## src/rtl/chan_fill_pkg.sv

```systemverilog
package chan_fill_pkg;

   // Host register decode result
   typedef enum logic [1:0] {
      SEL_NONE,
      SEL_PTR,
      SEL_DATA,
      SEL_EN
   } reg_sel_e;

endpackage

```

## src/rtl/chan_fill_regs.sv

```systemverilog
module chan_fill_regs
   import chan_fill_pkg::*;
#(
   parameter int unsigned CODE_W    = 8,
   parameter int unsigned CH_MAX    = 32,
   parameter int unsigned ADDR_W    = 8,
   parameter int unsigned PTR_ADDR  = 'h7E,
   parameter int unsigned DATA_ADDR = 'h7F,
   parameter int unsigned EN_BASE   = 'h80
) (
   input  logic                     clk,
   input  logic                     rst_n,
   input  logic [ADDR_W-1:0]        host_addr,
   input  logic [CODE_W-1:0]        host_wdata,
   input  logic                     host_we,
   output logic [CODE_W-1:0]        host_rdata,
   output logic [CH_MAX*CODE_W-1:0] tx_codes,
   output logic [CH_MAX-1:0]        tx_en
);

   localparam int unsigned ENTRIES  = 2 * CH_MAX;
   localparam int unsigned PTR_W    = $clog2(ENTRIES);
   localparam int unsigned PW       = PTR_W + 2;
   localparam int unsigned EN_REGS  = CH_MAX / CODE_W;
   localparam int unsigned EN_IDX_W = (EN_REGS > 1) ? $clog2(EN_REGS) : 1;
   localparam logic [ADDR_W-1:0] A_PTR  = ADDR_W'(PTR_ADDR);
   localparam logic [ADDR_W-1:0] A_DATA = ADDR_W'(DATA_ADDR);
   localparam logic [ADDR_W-1:0] A_ENLO = ADDR_W'(EN_BASE);
   localparam logic [ADDR_W-1:0] A_ENHI = ADDR_W'(EN_BASE + EN_REGS - 1);

   if (CH_MAX % CODE_W != 0) begin : g_bad_en
      $error("CH_MAX must be a multiple of CODE_W");
   end
   if (CODE_W < PW) begin : g_bad_ptr
      $error("CODE_W too narrow for pointer and fill flags");
   end

   logic [PW-1:0]     ptr_word_q;
   logic [PTR_W-1:0]  ptr_q;
   logic              fill_tx, fill_rx;
   logic [CODE_W-1:0] mem_q [ENTRIES];
   logic [CODE_W-1:0] en_q  [EN_REGS];
   reg_sel_e          sel;
   logic [EN_IDX_W-1:0] en_idx;
   logic              ptr_wr, data_wr, en_wr;
   logic [ENTRIES-1:0] ent_hit;

   assign ptr_q   = ptr_word_q[PTR_W-1:0];
   assign fill_tx = ptr_word_q[PTR_W];
   assign fill_rx = ptr_word_q[PTR_W+1];

   always_comb begin
      sel    = SEL_NONE;
      en_idx = '0;
      if (host_addr == A_PTR) begin
         sel = SEL_PTR;
      end else if (host_addr == A_DATA) begin
         sel = SEL_DATA;
      end else if (host_addr >= A_ENLO && host_addr <= A_ENHI) begin
         sel    = SEL_EN;
         en_idx = EN_IDX_W'(host_addr - A_ENLO);
      end
   end

   assign ptr_wr  = host_we && (sel == SEL_PTR);
   assign data_wr = host_we && (sel == SEL_DATA);
   assign en_wr   = host_we && (sel == SEL_EN);

   // Per-entry write select: bank fill or single pointed entry
   for (genvar e = 0; e < ENTRIES; e++) begin : g_ent
      localparam bit IS_TX = (e < CH_MAX);
      logic bank_fill;
      assign bank_fill  = IS_TX ? fill_tx : fill_rx;
      assign ent_hit[e] = data_wr &&
                          (bank_fill || (!fill_tx && !fill_rx && ptr_q == PTR_W'(e)));
   end

   always_ff @(posedge clk) begin
      if (!rst_n) begin
         ptr_word_q <= '0;
         for (int i = 0; i < ENTRIES; i++) mem_q[i] <= '0;
         for (int r = 0; r < EN_REGS; r++) en_q[r] <= '0;
      end else begin
         if (ptr_wr) ptr_word_q <= host_wdata[PW-1:0];
         for (int i = 0; i < ENTRIES; i++) begin
            if (ent_hit[i]) mem_q[i] <= host_wdata;
         end
         for (int r = 0; r < EN_REGS; r++) begin
            if (en_wr && en_idx == EN_IDX_W'(r)) en_q[r] <= host_wdata;
         end
      end
   end

   always_comb begin
      host_rdata = '0;
      unique case (sel)
         SEL_PTR:  host_rdata = CODE_W'(ptr_word_q);
         SEL_DATA: host_rdata = (fill_tx || fill_rx) ? '0 : mem_q[ptr_q];
         SEL_EN:   host_rdata = en_q[en_idx];
         default:  host_rdata = '0;
      endcase
   end

   for (genvar c = 0; c < CH_MAX; c++) begin : g_out
      assign tx_codes[c*CODE_W +: CODE_W] = mem_q[c];
      assign tx_en[c] = en_q[c / CODE_W][c % CODE_W];
   end


   tx_fill_chk: assert property (@(posedge clk) disable iff (!rst_n)
      (data_wr && fill_tx) |=> (mem_q[0] == $past(host_wdata) &&
                                mem_q[CH_MAX-1] == $past(host_wdata)));


   rx_fill_chk: assert property (@(posedge clk) disable iff (!rst_n)
      (data_wr && fill_rx) |=> (mem_q[CH_MAX] == $past(host_wdata) &&
                                mem_q[ENTRIES-1] == $past(host_wdata)));


   ptr_hold_chk: assert property (@(posedge clk) disable iff (!rst_n)
      !ptr_wr |=> $stable(ptr_word_q));

endmodule

```

## src/rtl/chan_fill_slot.sv

```systemverilog
module chan_fill_slot #(
   parameter int unsigned CODE_W = 8,
   parameter int unsigned CH_MAX = 32,
   parameter int unsigned T1_CH  = 24
) (
   input  logic                       clk,
   input  logic                       rst_n,
   input  logic                       mode_e1,
   input  logic                       bit_en,
   input  logic                       frame_sync,
   output logic                       cur_fbit,
   output logic [$clog2(CH_MAX)-1:0]  cur_slot,
   output logic [$clog2(CODE_W)-1:0]  cur_bit
);

   localparam int unsigned SLOT_W = $clog2(CH_MAX);
   localparam int unsigned BIT_W  = $clog2(CODE_W);
   localparam int unsigned POS_W  = SLOT_W + BIT_W;
   localparam int unsigned E1_LEN = CH_MAX * CODE_W;
   localparam int unsigned T1_LEN = T1_CH * CODE_W + 1;
   localparam logic [POS_W-1:0] E1_LAST = POS_W'(E1_LEN - 1);
   localparam logic [POS_W-1:0] T1_LAST = POS_W'(T1_LEN - 1);

   if ((1 << BIT_W) != CODE_W) begin : g_bad_code
      $error("CODE_W must be a power of two");
   end
   if ((1 << SLOT_W) != CH_MAX) begin : g_bad_ch
      $error("CH_MAX must be a power of two");
   end
   if (T1_CH >= CH_MAX) begin : g_bad_t1
      $error("T1_CH must be below CH_MAX");
   end

   logic [POS_W-1:0] pos_q;
   logic [POS_W-1:0] cur_pos, last_pos, off;

   assign cur_pos  = frame_sync ? '0 : pos_q;
   assign last_pos = mode_e1 ? E1_LAST : T1_LAST;
   assign off      = mode_e1 ? cur_pos : cur_pos - POS_W'(1);
   assign cur_fbit = !mode_e1 && (cur_pos == '0);
   assign cur_slot = off[POS_W-1:BIT_W];
   assign cur_bit  = off[BIT_W-1:0];

   always_ff @(posedge clk) begin
      if (!rst_n) begin
         pos_q <= '0;
      end else if (bit_en) begin
         pos_q <= (cur_pos >= last_pos) ? '0 : cur_pos + POS_W'(1);
      end
   end


   pos_idle_chk: assert property (@(posedge clk) disable iff (!rst_n)
      !bit_en |=> $stable(pos_q));

endmodule

```

## src/rtl/chan_fill_sub.sv

```systemverilog
module chan_fill_sub #(
   parameter int unsigned CODE_W = 8,
   parameter int unsigned CH_MAX = 32,
   parameter int unsigned T1_CH  = 24
) (
   input  logic                       clk,
   input  logic                       rst_n,
   input  logic                       mode_e1,
   input  logic                       bit_en,
   input  logic                       tx_in,
   input  logic                       cur_fbit,
   input  logic [$clog2(CH_MAX)-1:0]  cur_slot,
   input  logic [$clog2(CODE_W)-1:0]  cur_bit,
   input  logic [CH_MAX*CODE_W-1:0]   tx_codes,
   input  logic [CH_MAX-1:0]          tx_en,
   output logic                       tx_out
);

   localparam int unsigned SLOT_W = $clog2(CH_MAX);
   localparam int unsigned BIT_W  = $clog2(CODE_W);
   localparam logic [BIT_W-1:0]  MSB_I   = BIT_W'(CODE_W - 1);
   localparam logic [SLOT_W-1:0] T1_SLOTS = SLOT_W'(T1_CH);

   logic [CODE_W-1:0] code_now, code_use, hold_code;
   logic              en_now, en_use, hold_en;
   logic              slot_start, code_bit, out_q;

   assign code_now   = tx_codes[cur_slot*CODE_W +: CODE_W];
   assign en_now     = tx_en[cur_slot] && (mode_e1 || cur_slot < T1_SLOTS);
   assign slot_start = !cur_fbit && (cur_bit == '0);

   always_comb begin
      if (slot_start) begin
         en_use   = en_now;
         code_use = code_now;
      end else begin
         en_use   = hold_en;
         code_use = hold_code;
      end
   end

   assign code_bit = code_use[MSB_I - cur_bit];

   always_ff @(posedge clk) begin
      if (!rst_n) begin
         hold_en   <= 1'b0;
         hold_code <= '0;
         out_q     <= 1'b0;
      end else if (bit_en) begin
         if (slot_start) begin
            hold_en   <= en_now;
            hold_code <= code_now;
         end
         out_q <= (!cur_fbit && en_use) ? code_bit : tx_in;
      end
   end

   assign tx_out = out_q;


   fbit_pass_chk: assert property (@(posedge clk) disable iff (!rst_n)
      (bit_en && cur_fbit) |=> (tx_out == $past(tx_in)));


   off_pass_chk: assert property (@(posedge clk) disable iff (!rst_n)
      (bit_en && !cur_fbit && cur_bit != '0 && !hold_en) |=> (tx_out == $past(tx_in)));


   mid_slot_hold_chk: assert property (@(posedge clk) disable iff (!rst_n)
      (bit_en && !slot_start) |=> ($stable(hold_code) && $stable(hold_en)));


   out_idle_chk: assert property (@(posedge clk) disable iff (!rst_n)
      !bit_en |=> $stable(tx_out));

endmodule

```

## src/rtl/chan_fill_ins.sv

```systemverilog
module chan_fill_ins #(
   parameter int unsigned CODE_W    = 8,
   parameter int unsigned CH_MAX    = 32,
   parameter int unsigned T1_CH     = 24,
   parameter int unsigned ADDR_W    = 8,
   parameter int unsigned PTR_ADDR  = 'h7E,
   parameter int unsigned DATA_ADDR = 'h7F,
   parameter int unsigned EN_BASE   = 'h80
) (
   input  logic              clk,
   input  logic              rst_n,
   input  logic              mode_e1,
   input  logic [ADDR_W-1:0] host_addr,
   input  logic [CODE_W-1:0] host_wdata,
   input  logic              host_we,
   output logic [CODE_W-1:0] host_rdata,
   input  logic              bit_en,
   input  logic              frame_sync,
   input  logic              tx_in,
   output logic              tx_out
);

   localparam int unsigned SLOT_W = $clog2(CH_MAX);
   localparam int unsigned BIT_W  = $clog2(CODE_W);

   logic [CH_MAX*CODE_W-1:0] tx_codes;
   logic [CH_MAX-1:0]        tx_en;
   logic                     cur_fbit;
   logic [SLOT_W-1:0]        cur_slot;
   logic [BIT_W-1:0]         cur_bit;

   chan_fill_regs #(
      .CODE_W(CODE_W), .CH_MAX(CH_MAX), .ADDR_W(ADDR_W),
      .PTR_ADDR(PTR_ADDR), .DATA_ADDR(DATA_ADDR), .EN_BASE(EN_BASE)
   ) u_regs (
      .clk(clk), .rst_n(rst_n),
      .host_addr(host_addr), .host_wdata(host_wdata), .host_we(host_we),
      .host_rdata(host_rdata), .tx_codes(tx_codes), .tx_en(tx_en)
   );

   chan_fill_slot #(
      .CODE_W(CODE_W), .CH_MAX(CH_MAX), .T1_CH(T1_CH)
   ) u_slot (
      .clk(clk), .rst_n(rst_n), .mode_e1(mode_e1),
      .bit_en(bit_en), .frame_sync(frame_sync),
      .cur_fbit(cur_fbit), .cur_slot(cur_slot), .cur_bit(cur_bit)
   );

   chan_fill_sub #(
      .CODE_W(CODE_W), .CH_MAX(CH_MAX), .T1_CH(T1_CH)
   ) u_sub (
      .clk(clk), .rst_n(rst_n), .mode_e1(mode_e1),
      .bit_en(bit_en), .tx_in(tx_in),
      .cur_fbit(cur_fbit), .cur_slot(cur_slot), .cur_bit(cur_bit),
      .tx_codes(tx_codes), .tx_en(tx_en), .tx_out(tx_out)
   );

endmodule

```

## config.mk

```make
export PLATFORM = sky130hd
export DESIGN_NAME = chan_fill_ins
export DESIGN_NICKNAME = d
export VERILOG_FILES = /design/src/rtl/chan_fill_pkg.sv /design/src/rtl/chan_fill_regs.sv /design/src/rtl/chan_fill_slot.sv /design/src/rtl/chan_fill_sub.sv /design/src/rtl/chan_fill_ins.sv
export SDC_FILE = /design/constraint.sdc
export NUM_CORES = 1
export LEC_CHECK = 0
export BUFFER_PORTS_ARGS = -buffer_cell sky130_fd_sc_hd__buf_2
export CORE_MARGIN = 5
export CORE_UTILIZATION = 29
export DETAILED_ROUTE_END_ITERATION = 10
export GPL_ROUTABILITY_DRIVEN = 0
export GPL_TIMING_DRIVEN = 0
export MAX_ROUTING_LAYER = met4
export SLEW_MARGIN = 5
export SYNTH_ARGS = -nofsm -noshare
export SYNTH_HDL_FRONTEND = slang
export SYNTH_HIERARCHICAL = 1
export SYNTH_SLANG_ARGS = --single-unit
```

## constraint.sdc

```tcl
create_clock -name clk -period 4.3 [get_ports clk]
set_clock_uncertainty 0.1 [all_clocks]
set_input_delay 0.215 -clock clk [delete_from_list [all_inputs] [get_ports clk]]
set_output_delay 0.215 -clock clk [all_outputs]
set_load 0.005 [all_outputs]
```

### After elaboration in Yosys (flattened, before gate mapping)

Memory sizes are Yosys's and may differ from the RTL's. A register that Yosys moved wholly into a read port is not among the register bits.
Index checks and enable logic that the tools add are counted.

* memories: 2
* output and inout port bits: 9
* memory bits (read-only): 0
* logic and storage cells: 666
* bits in latches: 0
* bits in writable memories: 544
* input bits: 23
* bits in registers: 26

Memories
* u_regs.mem_q: words 64, bits a word 8, rd ports 33, clocked after memory_dff 1, wr ports 64, RTL line chan_fill_regs.sv:41 `logic [CODE_W-1:0] mem_q [ENTRIES];`
* u_regs.en_q: words 4, bits a word 8, rd ports 5, clocked after memory_dff 0, wr ports 4, RTL line chan_fill_regs.sv:42 `logic [CODE_W-1:0] en_q [EN_REGS];`

* bitwise logic cells: 68
* reduce and logical (&&, ||, !) cells: 215
* multiply operators: 0
* add/subtract/negate cells: 4
* eq/ne operators: 71
* divide/modulo/power cells: 0
* mux-type cells: 294
* shift operators: 1
* $lt $le $gt $ge: 6

Operator list (number)
* $mux W8: 73
* $shiftx A256 B9 Y8: 1
* $mux W1: 209
* $eq A6 B6 Y1 const B: 32
* $logic_and A1 B1 Y1: 141
* $eq A6 B5 Y1 const B: 16
* $or A1 B1 Y1: 68
* $logic_or A1 B1 Y1: 66
* $eq A6 B4 Y1 const B: 8
* $eq A6 B3 Y1 const B: 4
* $pmux W8 S3: 1
* $mux W6: 3
* $eq A8 B7 Y1 const B: 2
* $eq A6 B2 Y1 const B: 2
* $mux W2: 6
* $add A8 B1 Y8 const B: 1
* $eq A2 B2 Y1 const B: 4
* $ge A8 B8 Y1: 1
* $ge A8 B8 Y1 const B: 1
* $le A8 B8 Y1 const B: 1
* $logic_not A8 Y1: 1
* $sub A8 B1 Y8 const B: 1
* $eq A6 B1 Y1 const B: 1
* $logic_not A6 Y1: 1
* other kinds (11): 15

### Longest topological paths before layout

* depth in word-level cells: 12
* gate-level depth with buffers: 17
* depth with buffers taken out: 13

### Cells and area by module

Netlist, hierarchy kept.

Modules (own cells, without submodules)
* chan_fill_regs: area an instance 24232.0 µm², instances 1, cells an instance 1654
* chan_fill_sub: area an instance 3045.4 µm², instances 1, cells an instance 241
* chan_fill_slot: area an instance 837.1 µm², instances 1, cells an instance 114

### Least setup slack after synthesis

No wires, ideal clock.

* kind: input port to flip-flop
* start: input port frame_sync
* end: register u_sub.hold_code[1]
* stages on the path: 15
* path buffers: 5
* data required time: 4.080 ns
* setup slack: 0.973 ns
* arrival: 3.106 ns
* cell sequence: clkbuf_1 > inv_1 > nand2_1 > ha_1 > nor2b_1 > a21oi_1 > a221oi_1 > buf_2 > buf_4 > buf_6 > buf_6 > mux4_2 > mux4_2 > o211ai_1 > a21boi_1

* elaborated cells on any way between the ends: 10
* those cells by class: add/sub: 1; shift: 1; mux: 3; reduce/logical: 5

RTL lines
* from (decl): RTL line chan_fill_ins.sv:18 `input logic frame_sync,`
* $mux W8 (*): RTL line chan_fill_slot.sv:37 `assign cur_pos = frame_sync ? '0 : pos_q;`
* $sub A8 B1 Y8: RTL line chan_fill_slot.sv:39 `assign off = mode_e1 ? cur_pos : cur_pos - POS_W'(1);`
* $mux W8 (*): RTL line chan_fill_slot.sv:39
* via cur_slot[1]: RTL line chan_fill_ins.sv:29 `logic [SLOT_W-1:0] cur_slot;`
* $shiftx A256 B9 Y8 (*): RTL line chan_fill_sub.sv:28 `assign code_now = tx_codes[cur_slot*CODE_W +: CODE_W];`
* $mux W8 (*)
* to (signal assigned): RTL line chan_fill_sub.sv:52 `hold_code <= code_now;`
* to (decl): RTL line chan_fill_sub.sv:24 `logic [CODE_W-1:0] code_now, code_use, hold_code;`

Mark *: on every way through the listed nets, which the timed path passes. The rest lies on a longest branch.
A chain may end at the register's enable or synchronous reset.

==> flow_summary.ini <==
[outcome]
status = finished, final reports clean

[floorplanning]
die_h_um = 321
placementRows = 114
die_area_mm2 = 0.103
die_w_um = 321
core_area_mm2 = 0.0964
start_util = 0.292
io_pins = 32

[job]
maxCapViolCount = 0

[route]
wl_per_cell_um = 26.8
post-route-drc-count = 0
drtIter0Drc = 2752
vias_per_cell = 5.56
postRouteAntennaNets = 0
totalWireLength_mm = 92.5
vias = 19234
drt_pass1_iterations = 7

[grt]
antenna_found_initial = 0
grt_pass1_wl_mm = 132
grtUsageTotal = 0.179
grt_overflow = 0
grt_max_degree = 31
grt_pass1_vias = 18879

[pwr]
p_per_area_mw_per_mm2 = 407
p_leak_nw = 11.0
peakVddDrop_mv = 0.287

[clock_network]
clock_sinks = 576
cts_tree = built
clockBufferDepth = 3
cts_root_buf = clkbuf_16
numCtsBuffers = 66
clk_latency_ps = 620
h-tree-depth = 3
clkTransAtPathRegs_ps = 60

[synth]
synth_top_cell_by_area = edfxtp_1
synth_area_mm2 = 0.0281
synth.avg_cell_area_um2 = 14.0
ys_ff_latch = 576
synth_fp_nets = 2038
synthDistinctLibCells = 75
synth.area.top_cells = edfxtp_1, mux2i_1, mux4_2
synth_edf_count = 544
yosysMostFrequentCell = edfxtp_1
post_synth_most_frequent_cells = edfxtp_1, nor2_1, mux2i_1, nand2_1, mux4_2
yosysWarnings = 6
ys_seq_area_frac = 0.604
synth_flop_cell = edfxtp_1
yosys.area.top_type_share = 0.581
netlist_instances = 2009
synth_async_sr_flop_share = 0

[timing]
hold_viol_final = 0
finalMaxSlewViolations = 0
fmax_mhz = 235
rsz0062_at_grt = false
min_period_over_period = 0.988
max_slew_margin = 0.0721
setup_viol = 0
finalCriticalPeriod_ps = 4250
worst_pin_slew_ps = 1380

[place]
dpl.cell_count = 3328
hpwl_mm = 66.5
io_buffers = 29

[critical_path]
timing.rr.end = u_sub/hold_code[6]$_SDFFE_PN0P_
r2r_slack_ps = 130
worstPathArrival_ps = 3930
endpoint_kind = output port
crit_top_cell = buf_2
critPathKind = flip-flop to output port
cp.required_ps = 3980
r2r_cells = 14
cpPeakStageDelay_ps = 940
r2r_start = u_slot/pos_q[1]$_SDFFE_PN0P_
path_cells = buf_6 > nor2b_1 > buf_2 > buf_1 > a221oi_2 > o22ai_1 > a2111oi_0 > or3_1 > buf_2
slowest_stage = a2111oi_0
worst-path-max-fanout = 10
worstSetupStartpointType = flip-flop

[worst_hold_path]
holdPathStages = 4
hp-start = host_we
holdPathEnd = u_regs/ptr_word_q[6]$_SDFFE_PN0N_
worstHoldPathType = primary input to flip-flop

[layout]
fillers = 9440
finalNonFillerCells = 3457
nets = 2161
diodes = 0
drive_gt1_frac = 0.165
syn_to_final_growth_pct = 14.8
multi_input_area_mm2 = 0.0100
utilization = 0.335
regArea_mm2 = 0.0170
## worst max-delay path by stage
| stage | from | to | slack, ps |
|---|---|---|---|
| 2_1_floorplan | frame_sync | u_sub/hold_code[1]$_SDFFE_PN0P_ | 970 |
| 3_3_place_gp | frame_sync | u_sub/hold_code[4]$_SDFFE_PN0P_ | -350 |
| 3_5_place_dp | frame_sync | u_sub/hold_code[4]$_SDFFE_PN0P_ | -390 |
| 4_1_cts | u_slot/pos_q[1]$_SDFFE_PN0P_ | u_sub/hold_code[2]$_SDFFE_PN0P_ | 50 |
| 5_1_grt | flip-flop | host_rdata[6] | 40 |
| 6_report | flip-flop | host_rdata[2] | 50 |
## critical path: cells and delay by family, from the launching register on
family          cells  cell delay [ps]
compound gates      3             1710
buf+inv             4              930
flops               1              330
simple gates        2              340
## cell type report
type,instances,share of cell area
Clock buffer,78,0.0539
Timing Repair Buffer,55,0.0114
Multi-Input combinational cell,1254,0.311
Tap cell,1276,0.0495
Buffer,162,0.0322
Sequential cell,576,0.526
Inverter,17,0.00198
Clock inverter,39,0.0142
## metal layers
metal / share of wire / GRT usage / vias up
met2: 0.45 / 0.271 / 1278
met4: 0.049 / 0.0766 / 0
met1: 0.38 / 0.226 / 9670
met5: 0 / - / -
li1: - / - / 8018
met3: 0.12 / 0.0480 / 268
## through the flow
stage / hold WS (ps) / TNS, ps / instance area, um^2 / power, mW / setup slack [ps]
final: 137 / 0 / 32300 / 13.1 / 52.2
after floorplan: 243 / 0 / 28100 / 7.12 / 973
after CTS: 85.3 / 0 / 32300 / 13.2 / 53.1
after global routing: 164 / 0 / 32300 / 13.5 / 37.6
after detailed placement: 355 / -2100 / 30000 / 7.50 / -388
after global placement: 344 / -2430 / 29900 / 7.47 / -349
## placed cells by master (no fill, tap or decap), drive strengths merged, types with 21 or more instances in the layout
| cell | n |
|---|---|
| mux4 | 118 |
| a22oi | 30 |
| mux2i | 224 |
| a22o | 38 |
| nand2 | 118 |
| nor2 | 339 |
| dfxtp | 32 |
| a2111oi | 21 |
| nor2b | 25 |
| edfxtp | 544 |
| nor3 | 22 |
| a21o | 34 |
| o22ai | 22 |
| clkbuf | 155 |
| a221oi | 31 |
| clkinv | 25 |
| o21ai | 40 |
| buf | 128 |
| a21oi | 56 |
## where the power goes
part / internal (mW) / switching (mW)
clock: 3.44 / 2.27
combinational: 0.327 / 0.620
sequential: 6.39 / 0.0954
## registers in the layout, summed over array words and instances (netlist names), named ones only
register           count
u_regs/en_q           32
u_regs/mem_q         512
u_regs/ptr_word_q      8
u_slot/pos_q           8
u_sub/hold_code        8
u_sub/hold_en          1
u_sub/tx_out           1
## cells by family (layout without fill, tap and decap cells)
group | Yosys count | count (layout) | synth area share
DFF | 576 | 576 | 0.604
xor gates and xnor gates | 1 | 1 | 0.000312
and+or+nand+nor | 587 | 587 | 0.0907
muxes | 345 | 345 | 0.178
adders and majority gates | 6 | 6 | 0.00267
buffers and inverters | 179 | 351 | 0.0392
AOI/OAI and AO/OA | 315 | 315 | 0.0850
## repair_timing
item	CTS	global route
cloned	0	0
hold buffers	11	0
buffers inserted	0	0
gates resized for setup	2	5
endpoints found under the setup margin	2	4
endpoints found under the hold margin	23	0
(Power assumes the default switching activity.)
